<file path="src/rtl/adc_burst_pkg.sv">
package adc_burst_pkg;

  // Sequencer states: D* = discard read phase, C* = conversion phase
  typedef enum logic [3:0] {
    ST_IDLE  = 4'd0,
    ST_DSEL  = 4'd1,
    ST_DRD   = 4'd2,
    ST_DREL  = 4'd3,
    ST_CSEL  = 4'd4,
    ST_CCONV = 4'd5,
    ST_CWAIT = 4'd6,
    ST_CRD   = 4'd7,
    ST_CREL  = 4'd8
  } seq_st_e;

endpackage

</file>
<file path="src/rtl/adc_eoc_sync.sv">
module adc_eoc_sync (
  input  logic clk,
  input  logic rst_n,
  input  logic eoc_n_i,
  output logic fall_o
);

  logic s1_q, s2_q, prev_q;

  // Two-flop synchronizer plus one history stage; idle level is high
  always_ff @(posedge clk or negedge rst_n) begin
    if (!rst_n) begin
      s1_q   <= 1'b1;
      s2_q   <= 1'b1;
      prev_q <= 1'b1;
    end else begin
      s1_q   <= eoc_n_i;
      s2_q   <= s1_q;
      prev_q <= s2_q;
    end
  end

  assign fall_o = prev_q & ~s2_q;

endmodule

</file>
<file path="src/rtl/adc_seq_timer.sv">
module adc_seq_timer #(
  parameter int CW = 8
) (
  input  logic          clk,
  input  logic          rst_n,
  input  logic          load_i,
  input  logic [CW-1:0] load_val_i,
  output logic          zero_o
);

  logic [CW-1:0] cnt_q, cnt_d;
  logic          cnt_en;

  always_comb begin
    cnt_en = 1'b0;
    cnt_d  = cnt_q;
    if (load_i) begin
      cnt_en = 1'b1;
      cnt_d  = load_val_i;
    end else if (cnt_q != '0) begin
      cnt_en = 1'b1;
      cnt_d  = cnt_q - CW'(1);
    end
  end

  always_ff @(posedge clk or negedge rst_n) begin
    if (!rst_n)      cnt_q <= '0;
    else if (cnt_en) cnt_q <= cnt_d;
  end

  assign zero_o = (cnt_q == '0);

endmodule

</file>
<file path="src/rtl/adc_sample_ram.sv">
module adc_sample_ram #(
  parameter int DW        = 8,
  parameter int DEPTH     = 16,
  parameter int ADDR_W    = 8,
  parameter int BASE_ADDR = 32,
  localparam int IDX_W    = $clog2(DEPTH)
) (
  input  logic              clk,
  input  logic              we_i,
  input  logic [ADDR_W-1:0] wr_addr_i,
  input  logic [DW-1:0]     wr_data_i,
  input  logic [IDX_W-1:0]  rd_idx_i,
  output logic [DW-1:0]     rd_data_o
);

  logic [DW-1:0] mem_q [DEPTH];

  for (genvar g = 0; g < DEPTH; g++) begin : g_word
    logic hit;
    assign hit = we_i && (wr_addr_i == ADDR_W'(BASE_ADDR + g));
    always_ff @(posedge clk) begin
      if (hit) mem_q[g] <= wr_data_i;
    end
  end

  assign rd_data_o = mem_q[rd_idx_i];

endmodule

</file>
<file path="src/rtl/adc_burst_seq.sv">
module adc_burst_seq #(
  parameter int DW        = 8,
  parameter int NSAMP     = 16,
  parameter int ADDR_W    = 8,
  parameter int BASE_ADDR = 32,
  parameter int WR_W      = 2,
  parameter int RD_W      = 3,
  parameter int TMO_CYC   = 4096,
  localparam int IDX_W    = $clog2(NSAMP),
  localparam int REM_W    = $clog2(NSAMP + 1),
  localparam int TMR_W    = $clog2(TMO_CYC + 1)
) (
  input  logic             clk,
  input  logic             rst_n,
  input  logic             start_i,
  input  logic             adc_eoc_n_i,
  input  logic [DW-1:0]    adc_data_i,
  output logic             adc_sel_n_o,
  output logic             adc_conv_n_o,
  output logic             adc_oe_n_o,
  output logic             done_o,
  output logic             err_o,
  input  logic [IDX_W-1:0] rd_idx_i,
  output logic [DW-1:0]    rd_data_o
);
  import adc_burst_pkg::*;

  seq_st_e           st_q, st_d;
  logic [IDX_W-1:0]  ptr_q;
  logic [REM_W-1:0]  rem_q;
  logic              err_q, done_q;

  logic              eoc_fall;
  logic              tmr_load, tmr_zero;
  logic [TMR_W-1:0]  tmr_val;
  logic              ram_we;
  logic [ADDR_W-1:0] ram_addr;

  logic ptr_en, ptr_clr, rem_dec, rem_ld, err_set, err_clr, done_d;

  adc_eoc_sync u_sync (
    .clk     (clk),
    .rst_n   (rst_n),
    .eoc_n_i (adc_eoc_n_i),
    .fall_o  (eoc_fall)
  );

  adc_seq_timer #(.CW(TMR_W)) u_tmr (
    .clk        (clk),
    .rst_n      (rst_n),
    .load_i     (tmr_load),
    .load_val_i (tmr_val),
    .zero_o     (tmr_zero)
  );

  assign ram_addr = ADDR_W'(BASE_ADDR) + ADDR_W'(ptr_q);

  adc_sample_ram #(
    .DW(DW), .DEPTH(NSAMP), .ADDR_W(ADDR_W), .BASE_ADDR(BASE_ADDR)
  ) u_ram (
    .clk       (clk),
    .we_i      (ram_we),
    .wr_addr_i (ram_addr),
    .wr_data_i (adc_data_i),
    .rd_idx_i  (rd_idx_i),
    .rd_data_o (rd_data_o)
  );

  // Next-state logic
  always_comb begin
    st_d    = st_q;
    ram_we  = 1'b0;
    ptr_en  = 1'b0;
    ptr_clr = 1'b0;
    rem_dec = 1'b0;
    rem_ld  = 1'b0;
    err_set = 1'b0;
    err_clr = 1'b0;
    done_d  = 1'b0;
    unique case (st_q)
      ST_IDLE: if (start_i) begin
        st_d    = ST_DSEL;
        ptr_clr = 1'b1;
        rem_ld  = 1'b1;
        err_clr = 1'b1;
      end
      ST_DSEL:  st_d = ST_DRD;
      ST_DRD:   if (tmr_zero) st_d = ST_DREL;
      ST_DREL:  st_d = ST_CSEL;
      ST_CSEL:  st_d = ST_CCONV;
      ST_CCONV: if (tmr_zero) st_d = ST_CWAIT;
      ST_CWAIT: begin
        if (eoc_fall) begin
          st_d = ST_CRD;
        end else if (tmr_zero) begin
          st_d    = ST_IDLE;
          err_set = 1'b1;
        end
      end
      ST_CRD: if (tmr_zero) begin
        ram_we  = 1'b1;
        ptr_en  = 1'b1;
        rem_dec = 1'b1;
        st_d    = ST_CREL;
      end
      ST_CREL: begin
        if (rem_q == '0) begin
          st_d   = ST_IDLE;
          done_d = 1'b1;
        end else begin
          st_d = ST_CSEL;
        end
      end
      default: st_d = ST_IDLE;
    endcase
  end

  // Timer reload on every state change; width set by the state entered
  always_comb begin
    tmr_load = (st_d != st_q);
    unique case (st_d)
      ST_DRD, ST_CRD: tmr_val = TMR_W'(RD_W - 1);
      ST_CCONV:       tmr_val = TMR_W'(WR_W - 1);
      ST_CWAIT:       tmr_val = TMR_W'(TMO_CYC - 1);
      default:        tmr_val = '0;
    endcase
  end

  // State and counter registers
  always_ff @(posedge clk or negedge rst_n) begin
    if (!rst_n) begin
      st_q   <= ST_IDLE;
      ptr_q  <= '0;
      rem_q  <= '0;
      err_q  <= 1'b0;
      done_q <= 1'b0;
    end else begin
      st_q   <= st_d;
      done_q <= done_d;
      if (ptr_clr)     ptr_q <= '0;
      else if (ptr_en) ptr_q <= ptr_q + IDX_W'(1);
      if (rem_ld)       rem_q <= REM_W'(NSAMP);
      else if (rem_dec) rem_q <= rem_q - REM_W'(1);
      if (err_clr)      err_q <= 1'b0;
      else if (err_set) err_q <= 1'b1;
    end
  end

  // Pin decode from the registered state
  assign adc_sel_n_o  = (st_q == ST_IDLE) || (st_q == ST_DREL) || (st_q == ST_CREL);
  assign adc_conv_n_o = (st_q != ST_CCONV);
  assign adc_oe_n_o   = !((st_q == ST_DRD) || (st_q == ST_CRD));
  assign done_o       = done_q;
  assign err_o        = err_q;

endmodule

</file>
<file path="config.mk">
export PLATFORM = sky130hd
export DESIGN_NAME = adc_burst_seq
export DESIGN_NICKNAME = d
export VERILOG_FILES = /design/src/rtl/adc_burst_pkg.sv /design/src/rtl/adc_eoc_sync.sv /design/src/rtl/adc_seq_timer.sv /design/src/rtl/adc_sample_ram.sv /design/src/rtl/adc_burst_seq.sv
export SDC_FILE = /design/constraint.sdc
export NUM_CORES = 1
export LEC_CHECK = 0
export BUFFER_PORTS_ARGS = -buffer_cell sky130_fd_sc_hd__buf_2
export CORE_AREA = 2 2 127 104
export DETAILED_ROUTE_END_ITERATION = 6
export DIE_AREA = 0 0 129 106
export PLACE_DENSITY = 0.8
export SYNTH_ARGS = -nofsm -noshare
export SYNTH_HDL_FRONTEND = slang
export SYNTH_SLANG_ARGS = --single-unit
</file>
<file path="constraint.sdc">
create_clock -name clk -period 10.22 [get_ports clk]
set_input_delay 3.066 -clock clk [delete_from_list [all_inputs] [get_ports clk]]
set_output_delay 3.066 -clock clk [all_outputs]
set_load 0.01 [all_outputs]
</file>
* Yosys cells after proc, flatten, opt, wreduce, memory -nomap -nowiden *
Memories as Yosys holds them, arrays and structs flattened.
Index checks and enable logic that the tools add are counted.

cells by class
  reduce and logical (&&, ||, !) cells = 44
  bitwise logic cells = 2
  eq/ne operators = 30
  muxes and demuxes = 104
  $add $sub $neg = 4

operators with widths
  cell                     count
  $mux W8                  15
  $reduce_or A8 Y1         15
  $eq A7 B6 Y1 const B     16
  $mux W4                  23
  $mux W1                  59
  $pmux W12 S3             1
  $pmux W4 S9              1
  $eq A4 B3 Y1 const B     7
  $mux W13                 2
  $logic_and A1 B1 Y1      16
  $logic_not A13 Y1        1
  $reduce_bool A13 Y1      1
  $sub A13 B1 Y13 const B  1
  $eq A4 B2 Y1 const B     3
  $mux W5                  2
  $add A6 B4 Y7 const A    1
  $reduce_bool A2 Y1       3
  $logic_not A5 Y1         1
  $sub A5 B1 Y5 const B    1
  $add A4 B1 Y4 const B    1
  $eq A4 B1 Y1 const B     1
  $eq A4 B4 Y1 const B     1
  $logic_not A4 Y1         1
  $ne A4 B3 Y1 const B     1
  other kinds (8)          10

storage, ports and cells
  register bits after elaboration = 31
  memories kept = 1
  bits of input ports = 16
  output and inout port bits = 13
  word-level logic and storage cells = 194
  bits in writable memories = 128

memory list
  name         depth  width  read ports  clocked after Yosys merged registers in  wr ports  RTL line              text
  u_ram.mem_q  16     8      1           0                                        1         adc_sample_ram.sv:16  logic [DW-1:0] mem_q [DEPTH];

* Longest topological paths before layout *
  depth after elaboration = 22
  gate-level depth with buffers = 8
  gate-level depth less buffers = 8

* Hierarchy *
Synthesis repeated with hierarchy kept, for this count alone.

unflattened totals
  cell total of the unflattened synthesis = 409
  area total of the unflattened synthesis = 6856.6 um2

modules (own cells, without submodules)
  module          times used  cells each  area each (um2)  seq. area each (um2)
  adc_sample_ram  1           223         5008.6           3843.7
  adc_burst_seq   1           105         969.7            375.4
  adc_seq_timer   1           77          785.8            325.3
  adc_eoc_sync    1           4           92.6             78.8

* Least setup slack after synthesis *
Ideal clock, no wire load.

  kind = input to output
  start point = input port rd_idx_i[0]
  end point = output port rd_data_o[0]
  path slack = 2.546 ns
  required time = 7.154 ns
  cell stages on the path = 4
  path buffers = 2
  arrival = 4.608 ns
  cell sequence = clkbuf_1 -> buf_2 -> mux4_2 -> mux4_2

between the ends
  longest elaborated chain between the ends = 1

RTL lines
  item                RTL line             text
  start: declaration  adc_burst_seq.sv:23  input logic [IDX_W-1:0] rd_idx_i,
  $mem_v2 Z16 W8      -
  end: declaration    adc_burst_seq.sv:24  output logic [DW-1:0] rd_data_o

Every way passes these cells.

* Worst setup path after layout *
  start point = input port rd_idx_i[0]
  end point = output port rd_data_o[5]

Same word-level chain as after synthesis.

==> flow_summary_export.csv <==
group,metric,value,unit
setup_path,cp_data_arrival_time,5.23,ns
synth,synth-seq-area-share,69.4,%
setup_path,crit_fanout,22,
detailed_routing,wl,13700,µm
clocking,cts_buffer_depth,2,
final_layout,final_cell_mix,"edfxtp_1, mux4_2, dfrtp_1, buf_2",
setup_path,cpMaxStageDelayCell,"buf_2",
final_layout,instances_no_fill,591,
detailed_routing,drcViolationCount,0,
clocking,cts_made_buffers,17,
sta,worstMarginPinSlew,0.803,ns
sta,setup_ws,1.92,ns
synth,synth_top_family_by_area,"multiplexers",
final_layout,final_area,7600,µm²
setup_path,crit_required,7.15,ns
setup_path,start_kind,"input port",
flow_run,cap_violations,0,
worst_hold_path,hold_class,"reg -> reg",
place,gp_congestion,0.837,
synth,syn-num-nets,394,
clocking,clock_sinks,159,
place,io_buffers,28,
sta,hold_violations,0,
place,placed_area,6950,µm²
outcome,status,"complete, no violations",
floorplanning,die_w,129,µm
final_layout,final_common_cell,"edfxtp_1",
clocking,root_buffer,"clkbuf_16",
sta,fmax,120,MHz
setup_path,cp_cell_sequence,"buf_2 > buf_4 > mux4_2 > mux4_2 > buf_2",
setup_path,setup.worst_path.end_class,"output pin",
final_layout,syn2layout_area_growth,14.1,%
pwr,powerDensity,229,nW/µm²
detailed_routing,wl_per_cell,23.3,µm
pwr,ir_drop,173,µV
detailed_routing,drt_iter0_markers,434,
grt,grt_overflow,0,
grt,antenna_found_initial,1,
clocking,cts_tree,"built",
grt,grt_max_degree,33,
setup_path,cpPeakStageDelay,0.60,ns
grt,grt_use_total,21.9,%
grt,grt_pass1_vias,3533,
synth,synth_edf_count,128,
synth,syn_area_per_cell,18.0,µm²
synth,synth_xor_area_share,2.24,%
sta,skew,0.00655,ns
floorplanning,die_h,106,µm
floorplanning,core-area,12500,µm²
grt,grt_first_pass_wirelength,21100,µm
sta,setup_viol,0,
setup_path,worstSetupPathType,"in -> out",
clocking,post_cts_resized,0,
final_layout,layout-drive-gt1-share,26.7,%
synth,muxShareOfSynthArea,13.5,%
floorplanning,num_io_pins,29,
sta,tns,0,ns
clocking,clkLatencyLatePin,0.42,ns
floorplanning,dieArea,13700,µm²
synth,synth_area,6660,µm²
synth,yosys_most_used_dff,"edfxtp_1",
synth,synthCells,371,
place,place_inst,559,
detailed_routing,viasPerCell,5.82,
synth,synth-adder-area-share,1.32,%
sta,layout_min_cycle_time,8.30,ns
final_layout,finalNetCount,426,
clocking,h-tree-depth,4,
synth,yosys_register_bits,159,
sta,max_slew_margin,46.5,%
clocking,cts_hold_buf,0,
setup_path,reg2regPathDepth,6,
clocking,clkTransAtPathRegs,0.06,ns
sta,rsz0062_at_grt,"no",
clocking,post_cts_buffers,0,
sta,fin_crit_sh,81.2,%
floorplanning,start_util,53.1,%
synth,yosys_warnings,0,
synth,synth_compound_area_share,3.34,%
detailed_routing,firstDrtPassIters,4,
floorplanning,rows,37,
synth,async_flop_share,19.5,%
place,pre_cts_ws,1.83,ns
detailed_routing,vias,3440,
synth,synth.distinct_cells,54,
pwr,leakage,2.63,nW
place,dp_hpwl,8190,µm
synth,synth-simple-area-share,8.60,%
detailed_routing,ant_nets,0,
sta,drv_slew,0,
worst_hold_path,min_path_cells,0,
cells in the mapped netlist (all sizes together) (9+ instances only):
| cell type | instances | area share (%) |
|---|---|---|
| nor2 | 17 | 0.96 |
| nand2 | 11 | 0.62 |
| xor2 | 10 | 1.3 |
| edfxtp | 128 | 58 |
| o21ai | 13 | 0.98 |
| buf | 12 | 0.86 |
| nand3 | 9 | 0.68 |
| dfrtp | 28 | 11 |
| and2 | 17 | 1.6 |
| mux4 | 40 | 14 |
cell type report:
type / instances / area (µm²)
fill: 871 / 4950
sequential: 159 / 4620
multi-input combinational: 188 / 1930
clock buffer: 17 / 425
tap: 175 / 219
clock inverter: 14 / 215
timing repair buffer: 29 / 148
inverter: 8 / 31.3
antenna: 1 / 2.50
critical path, delay by kind of cell:
| kind | cells | cell delay (ns) |
|---|---|---|
| buffers and inverters | 3 | 1.13 |
| multiplexers | 2 | 1.02 |
logic make-up (layout without fill, tap and decap cells):
| group | count (synthesis) | count (layout) |
|---|---|---|
| buffers and inverters | 24 | 68 |
| adders and majority gates | 7 | 7 |
| muxes | 40 | 40 |
| and+or+nand+nor | 92 | 92 |
| DFF | 159 | 159 |
| AOI/OAI and AO/OA | 32 | 32 |
| other | 0 | 1 |
| xor gates and xnor gates | 17 | 17 |
final timing paths:
| kind | startpoint | endpoint | slack (ns) |
|---|---|---|---|
| max | rd_idx_i[0] | rd_data_o[5] | 1.92 |
| min | u_sync.s1_q | u_sync.s2_q | 0.36 |
| max reg2reg | u_tmr.cnt_q[7] | u_ram.mem_q[15][1] | 7.30 |
| min reg2reg | u_sync.s1_q | u_sync.s2_q | 0.36 |
| max in group asynchronous | rst_n | u_tmr.cnt_q[3] | 7.07 |
| min in group asynchronous | rst_n | rem_q[0] | 2.68 |
registers in the layout, summed over array words and instances (netlist names):
register       flops
ptr_q              4
rem_q              5
u_sync.s1_q        1
done_o             1
u_tmr.cnt_q       13
u_sync.prev_q      1
u_ram.mem_q      128
u_sync.s2_q        1
st_q               4
err_o              1
routing by layer:
metal	up-vias	GRT usage (%)	wire (µm)
met5	-	0	0
met4	0	8.54	272
met3	21	5.74	1200
met2	131	34.4	6940
met1	1758	29.7	5330
li1	1530	-	-
metrics by stage:
stage,hold slack [ns],power [W],util [%]
5_1_grt,0.369,0.00182,60.6
3_3_place_gp,0.347,0.00105,55.4
6_report,0.357,0.00174,60.6
4_1_cts,0.356,0.00175,60.5
3_5_place_dp,0.347,0.00107,55.4
2_1_floorplan,0.345,0.000999,-
report_power, final:
part | internal [W] | switching, W | leakage (nW)
clock network | 0.000432 | 0.000249 | 0.299
logic | 0.000118 | 0.000137 | 0.800
registers | 0.000744 | 0.0000631 | 1.53
total | 0.00129 | 0.000449 | 2.63
(Power assumes the default switching activity.)
